[config.mk]
export PLATFORM = sky130hd
export DESIGN_NAME = stk_unit
export DESIGN_NICKNAME = d
export VERILOG_FILES = /design/src/rtl/stk_pkg.sv /design/src/rtl/stk_ram.sv /design/src/rtl/stk_add.sv /design/src/rtl/stk_unit.sv
export SDC_FILE = /design/constraint.sdc
export NUM_CORES = 1
export LEC_CHECK = 0
export ABC_AREA = 0
export BUFFER_PORTS_ARGS = -buffer_cell sky130_fd_sc_hd__buf_2
export CAP_MARGIN = 20
export CORE_MARGIN = 2
export CORE_UTILIZATION = 55
export CTS_CLUSTER_DIAMETER = 50
export CTS_CLUSTER_SIZE = 28
export DETAILED_ROUTE_END_ITERATION = 12
export PLACE_DENSITY_LB_ADDON = 0.08
export SYNTH_ARGS = -nofsm -noshare
export SYNTH_HDL_FRONTEND = slang
export SYNTH_HIERARCHICAL = 1
export SYNTH_SLANG_ARGS = --single-unit
[constraint.sdc]
create_clock -name clk -period 3.95 [get_ports clk]
set_input_delay 0.395 -clock clk [delete_from_list [all_inputs] [get_ports clk]]
set_output_delay 0.395 -clock clk [all_outputs]
set_load 0.005 [all_outputs]
[src/rtl/stk_pkg.sv]
package stk_pkg;
  typedef enum logic [1:0] {
    OP_PUSH = 2'd0,
    OP_POP  = 2'd1,
    OP_ADD  = 2'd2,
    OP_RSVD = 2'd3
  } stk_op_e;

  typedef enum logic [1:0] {
    ST_IDLE = 2'd0,
    ST_POP  = 2'd1,
    ST_ADDA = 2'd2,
    ST_ADDB = 2'd3
  } stk_st_e;
endpackage

[src/rtl/stk_ram.sv]
module stk_ram #(
  parameter int DW = 8,
  parameter int AW = 3
) (
  input  logic          clk,
  input  logic          we,
  input  logic [AW-1:0] addr,
  input  logic [DW-1:0] wdata,
  output logic [DW-1:0] rdata
);
  localparam int DEPTH = 1 << AW;

  logic [DW-1:0] mem [DEPTH];

  // single port, read-first, registered read
  always_ff @(posedge clk) begin
    if (we) mem[addr] <= wdata;
    rdata <= mem[addr];
  end
endmodule

[src/rtl/stk_add.sv]
module stk_add #(
  parameter int DW = 8
) (
  input  logic [DW-1:0] a,
  input  logic [DW-1:0] b,
  output logic [DW-1:0] sum,
  output logic          cout
);
  logic [DW:0] full_sum;

  assign full_sum = {1'b0, a} + {1'b0, b};
  assign sum      = full_sum[DW-1:0];
  assign cout     = full_sum[DW];
endmodule

[src/rtl/stk_unit.sv]
module stk_unit
  import stk_pkg::*;
#(
  parameter int DW = 8,
  parameter int AW = 3
) (
  input  logic          clk,
  input  logic          rst,
  input  logic          cmd_valid,
  output logic          cmd_ready,
  input  logic [1:0]    cmd_op,
  input  logic [DW-1:0] cmd_data,
  output logic          pop_valid,
  output logic [DW-1:0] pop_data,
  output logic          carry,
  output logic          err
);
  localparam int DEPTH = 1 << AW;
  localparam int SPW   = AW + 1;
  localparam logic [SPW-1:0] SP_EMPTY = SPW'(DEPTH);
  localparam logic [SPW-1:0] SP_TWO   = SPW'(DEPTH - 2);

  stk_st_e        st_q;
  logic [SPW-1:0] sp_q;
  logic [DW-1:0]  opa_q;

  logic           ram_we;
  logic [AW-1:0]  ram_addr;
  logic [DW-1:0]  ram_wd;
  logic [DW-1:0]  ram_rd;
  logic [DW-1:0]  sum;
  logic           sum_co;

  stk_op_e        op;
  logic           accept, push_ok, pop_ok, add_ok, reject;
  logic [SPW-1:0] sp_dec, sp_inc;

  assign op        = stk_op_e'(cmd_op);
  assign cmd_ready = (st_q == ST_IDLE);
  assign accept    = cmd_valid && cmd_ready;
  assign push_ok   = accept && (op == OP_PUSH) && (sp_q != '0);
  assign pop_ok    = accept && (op == OP_POP)  && (sp_q != SP_EMPTY);
  assign add_ok    = accept && (op == OP_ADD)  && (sp_q <= SP_TWO);
  assign reject    = accept && !(push_ok || pop_ok || add_ok);
  assign sp_dec    = sp_q - 1'b1;
  assign sp_inc    = sp_q + 1'b1;

  stk_ram #(.DW(DW), .AW(AW)) u_ram (
    .clk   (clk),
    .we    (ram_we),
    .addr  (ram_addr),
    .wdata (ram_wd),
    .rdata (ram_rd)
  );

  stk_add #(.DW(DW)) u_add (
    .a    (opa_q),
    .b    (ram_rd),
    .sum  (sum),
    .cout (sum_co)
  );

  // one memory access per cycle, selected by state
  always_comb begin
    ram_we   = 1'b0;
    ram_addr = sp_q[AW-1:0];
    ram_wd   = cmd_data;
    unique case (st_q)
      ST_IDLE: if (push_ok) begin
        ram_we   = 1'b1;
        ram_addr = sp_dec[AW-1:0];
      end
      ST_ADDA: ram_addr = sp_inc[AW-1:0];
      ST_ADDB: begin
        ram_we   = 1'b1;
        ram_addr = sp_inc[AW-1:0];
        ram_wd   = sum;
      end
      default: ;
    endcase
  end

  always_ff @(posedge clk) begin
    if (rst) begin
      st_q      <= ST_IDLE;
      sp_q      <= SP_EMPTY;
      opa_q     <= '0;
      pop_valid <= 1'b0;
      pop_data  <= '0;
      carry     <= 1'b0;
      err       <= 1'b0;
    end else begin
      err       <= reject;
      pop_valid <= 1'b0;
      unique case (st_q)
        ST_IDLE: begin
          if (push_ok) sp_q <= sp_dec;
          if (pop_ok)  st_q <= ST_POP;
          if (add_ok)  st_q <= ST_ADDA;
        end
        ST_POP: begin
          pop_data  <= ram_rd;
          pop_valid <= 1'b1;
          sp_q      <= sp_inc;
          st_q      <= ST_IDLE;
        end
        ST_ADDA: begin
          opa_q <= ram_rd;
          st_q  <= ST_ADDB;
        end
        ST_ADDB: begin
          carry <= sum_co;
          sp_q  <= sp_inc;
          st_q  <= ST_IDLE;
        end
        default: st_q <= ST_IDLE;
      endcase
    end
  end
endmodule

==> flow_summary.yaml <==
finish:
  design_area_sq_um: 4846
  post-route-util_pct: 62.71
  syn_to_final_growth_pct: 10.66
  drive_gt1_share_pct: 25.07
  n_antenna_cell: 0
  fin_nets: 376
place:
  hpwl_um: 5822
  placed_area_sq_um: 4672
  place_ws_ps: 607.5
  numPortBuffers: 24
  gp_congestion: 0.8020
die:
  core_sq_um: 7727
  die_x_um: 93.23
  die_area_sq_um: 8692
  row_count: 32
  start_util_pct: 56.67
  pin_count: 25
  die_y_um: 93.23
route:
  drc: 0
  firstDrtPassIters: 4
  wl_um: 8196
  wl_per_cell_um: 18.09
  via_per_inst: 5.678
  num_vias: 2572
  drtIter0Drc: 164
  ant_nets: 0
worst_setup_path:
  cp_slowest_stage_delay_ps: 710
  path_class: "reg -> reg"
  cp_slowest_cell: "nor2_1"
  worstSetupStartpointType: "register"
  crit_path_start: "st_q[1]$_SDFFE_PP0P_"
  end_kind: "register"
  rr_worst_depth: 8
  crit_fanout: 9
  worst_r2r_startpoint: "st_q[1]$_SDFFE_PP0P_"
  crit_chain: "inv_1 > ha_1 > nand3b_4 > or3_2 > a21o_2 > a21o_1 > nand2b_1 > nor2_1"
  rrSetupSlack_ps: 620
  worstPathRequired_ps: 3920
  cp.arrival_ps: 3300
sta:
  fin_tns_setup_ps: 0
  hold_viol: 0
  maxSlewViolCount: 0
  max_slew.worst_pin.slew_ps: 925.2
  rsz0062_at_grt: "false"
  fmax_mhz: 300.5
  post-route-period-util_pct: 84.26
  maxSlewHeadroom_pct: 38.10
  worst_slack_ps: 621.8
  finalCriticalPeriod_ps: 3328
  setup_viol: 0
  skew_ps: 14.38
clock_network:
  holdBufCountCts: 0
  cts_buffers: 9
  clockBufferDepth: 2
  post_cts_buffers: 0
  cts_resized: 0
  clock-sinks: 97
  root_buffer: "clkbuf_8"
  cts_tree: "yes"
  cts_max_level: 3
  clk_latency_ps: 350
  path_clk_slew_ps: 80
global_route:
  antenna_found_initial: 0
  grt_use_total_pct: 20.57
  grt_first_pass_wirelength_um: 13580
  grt_overflow: 0
  grt_pass1_vias: 2627
  grt_max_degree: 28
worst_hold_path:
  hold_class: "in -> reg"
  hold_start: "cmd_valid"
  min_path_cells: 2
synthesis:
  synth-seq-area-share_pct: 58.97
  netlist-cell-type-count: 56
  yosysWarnings: 6
  synth_cells: 310
  synth-main-ff-cell: "edfxtp_1"
  synth_area_per_cell_sq_um: 14.13
  async_reset_ff_share_pct: 0
  mappedNetlistArea_sq_um: 4379
  synth_seq_cells: 97
  synth_edf_count: 64
  syn_nets: 340
power:
  p_leak_nw: 1.800
  p_per_area_nw_per_um2: 668.7
  vdd_drop_max_mv: 0.3372
run_status:
  status: "completed"
job:
  maxCapViolations: 0
## power by group
part	switching [mW]	leakage, nW	internal [mW]	total, mW
Combinational	0.661	0.875	0.655	1.32
Clock	0.332	0.0781	0.236	0.568
Sequential	0.113	0.847	1.24	1.36
Total	1.11	1.80	2.14	3.24
## metrics by stage
stage / power (mW) / hold slack (ps) / std cells
floorplan: 2.416 / 467.5 / 310
global placement: 2.665 / 466.5 / 437
detailed placement: 2.688 / 481.1 / 437
CTS: 3.259 / 348.9 / 453
global route: 3.440 / 352.1 / 453
finish: 3.241 / 365.9 / 453
## cell usage after synthesis (5+ instances only)
cell type	number	area [sq um]
a21oi_1	7	35.03
clkbuf_1	6	22.52
dfxtp_1	33	660.6
edfxtp_1	64	1922
ha_1	16	200.2
inv_1	8	30.03
mux2_2	10	112.6
mux2_4	6	90.09
mux2i_1	21	210.2
mux4_2	8	180.2
nand2_1	11	41.29
nor2_1	33	123.9
nor3_1	6	30.03
o21ai_0	5	25.02
xnor2_1	5	43.79
## worst max-delay path, delay by kind of cell (launching register included)
kind / cells / cell delay [ps]
compound gates: 2 / 520
simple gates: 4 / 1560
flops: 1 / 340
buf+inv: 1 / 140
fa+ha+maj: 1 / 400
## final timing paths
check,to
worst max-delay path,u_ram/mem[6][3]$_DFFE_PP_
worst min-delay path,err$_SDFF_PP0_
worst max register to register,u_ram/mem[6][3]$_DFFE_PP_
worst min register to register,pop_data[6]$_SDFFE_PP0P_
## cells in the final DEF (no fill, tap or decap), types with 6 or more instances in the layout
cell | netlist | routed
edfxtp_1 | 64 | 64
nor2_1 | 33 | 33
dfxtp_1 | 33 | 33
buf_2 | 4 | 24
mux2i_1 | 21 | 21
buf_4 | 0 | 17
ha_1 | 16 | 16
nand2_1 | 11 | 11
mux2_2 | 10 | 10
clkbuf_8 | 0 | 9
inv_1 | 8 | 8
mux4_2 | 8 | 8
a21oi_1 | 7 | 7
nor3_1 | 6 | 6
mux2_4 | 6 | 6
## registers in the layout, indices dropped and copies added (netlist names)
name         count
carry            1
err              1
pop_data         8
pop_valid        1
st_q             2
u_ram/rdata      8
sp_q             4
u_ram/mem       64
opa_q            8
## cell type report
| cell class | instances | area [sq um] |
|---|---|---|
| clock buffer | 11 | 131.4 |
| timing repair buffer | 41 | 247.7 |
| tap | 102 | 127.6 |
| sequential | 97 | 2582 |
| multi-input combinational | 189 | 1684 |
| clock inverter | 5 | 42.54 |
| inverter | 8 | 30.03 |
| fill | 586 | 2882 |
## cells by family after synthesis
| group | after synthesis | share of synthesized area (%) |
|---|---|---|
| flip-flops | 97 | 58.97 |
| AND/OR/NAND/NOR | 73 | 8.400 |
| multiplexers | 50 | 16.20 |
| AO/OA/AOI/OAI | 42 | 7.115 |
| buffers and inverters | 24 | 2.886 |
| adder cells (fa/ha/maj) | 17 | 5.029 |
| XOR/XNOR | 7 | 1.400 |
## layer usage
| metal | vias up | part of all wire, % | global-route usage [%] |
|---|---|---|---|
| met5 | - | 0 | 0 |
| met4 | 0 | 0.99 | 4.779 |
| met1 | 1269 | 48 | 29.26 |
| met2 | 55 | 48 | 32.91 |
| met3 | 8 | 2.9 | 4.110 |
| li1 | 1240 | - | - |
(Power assumes the default switching activity.)
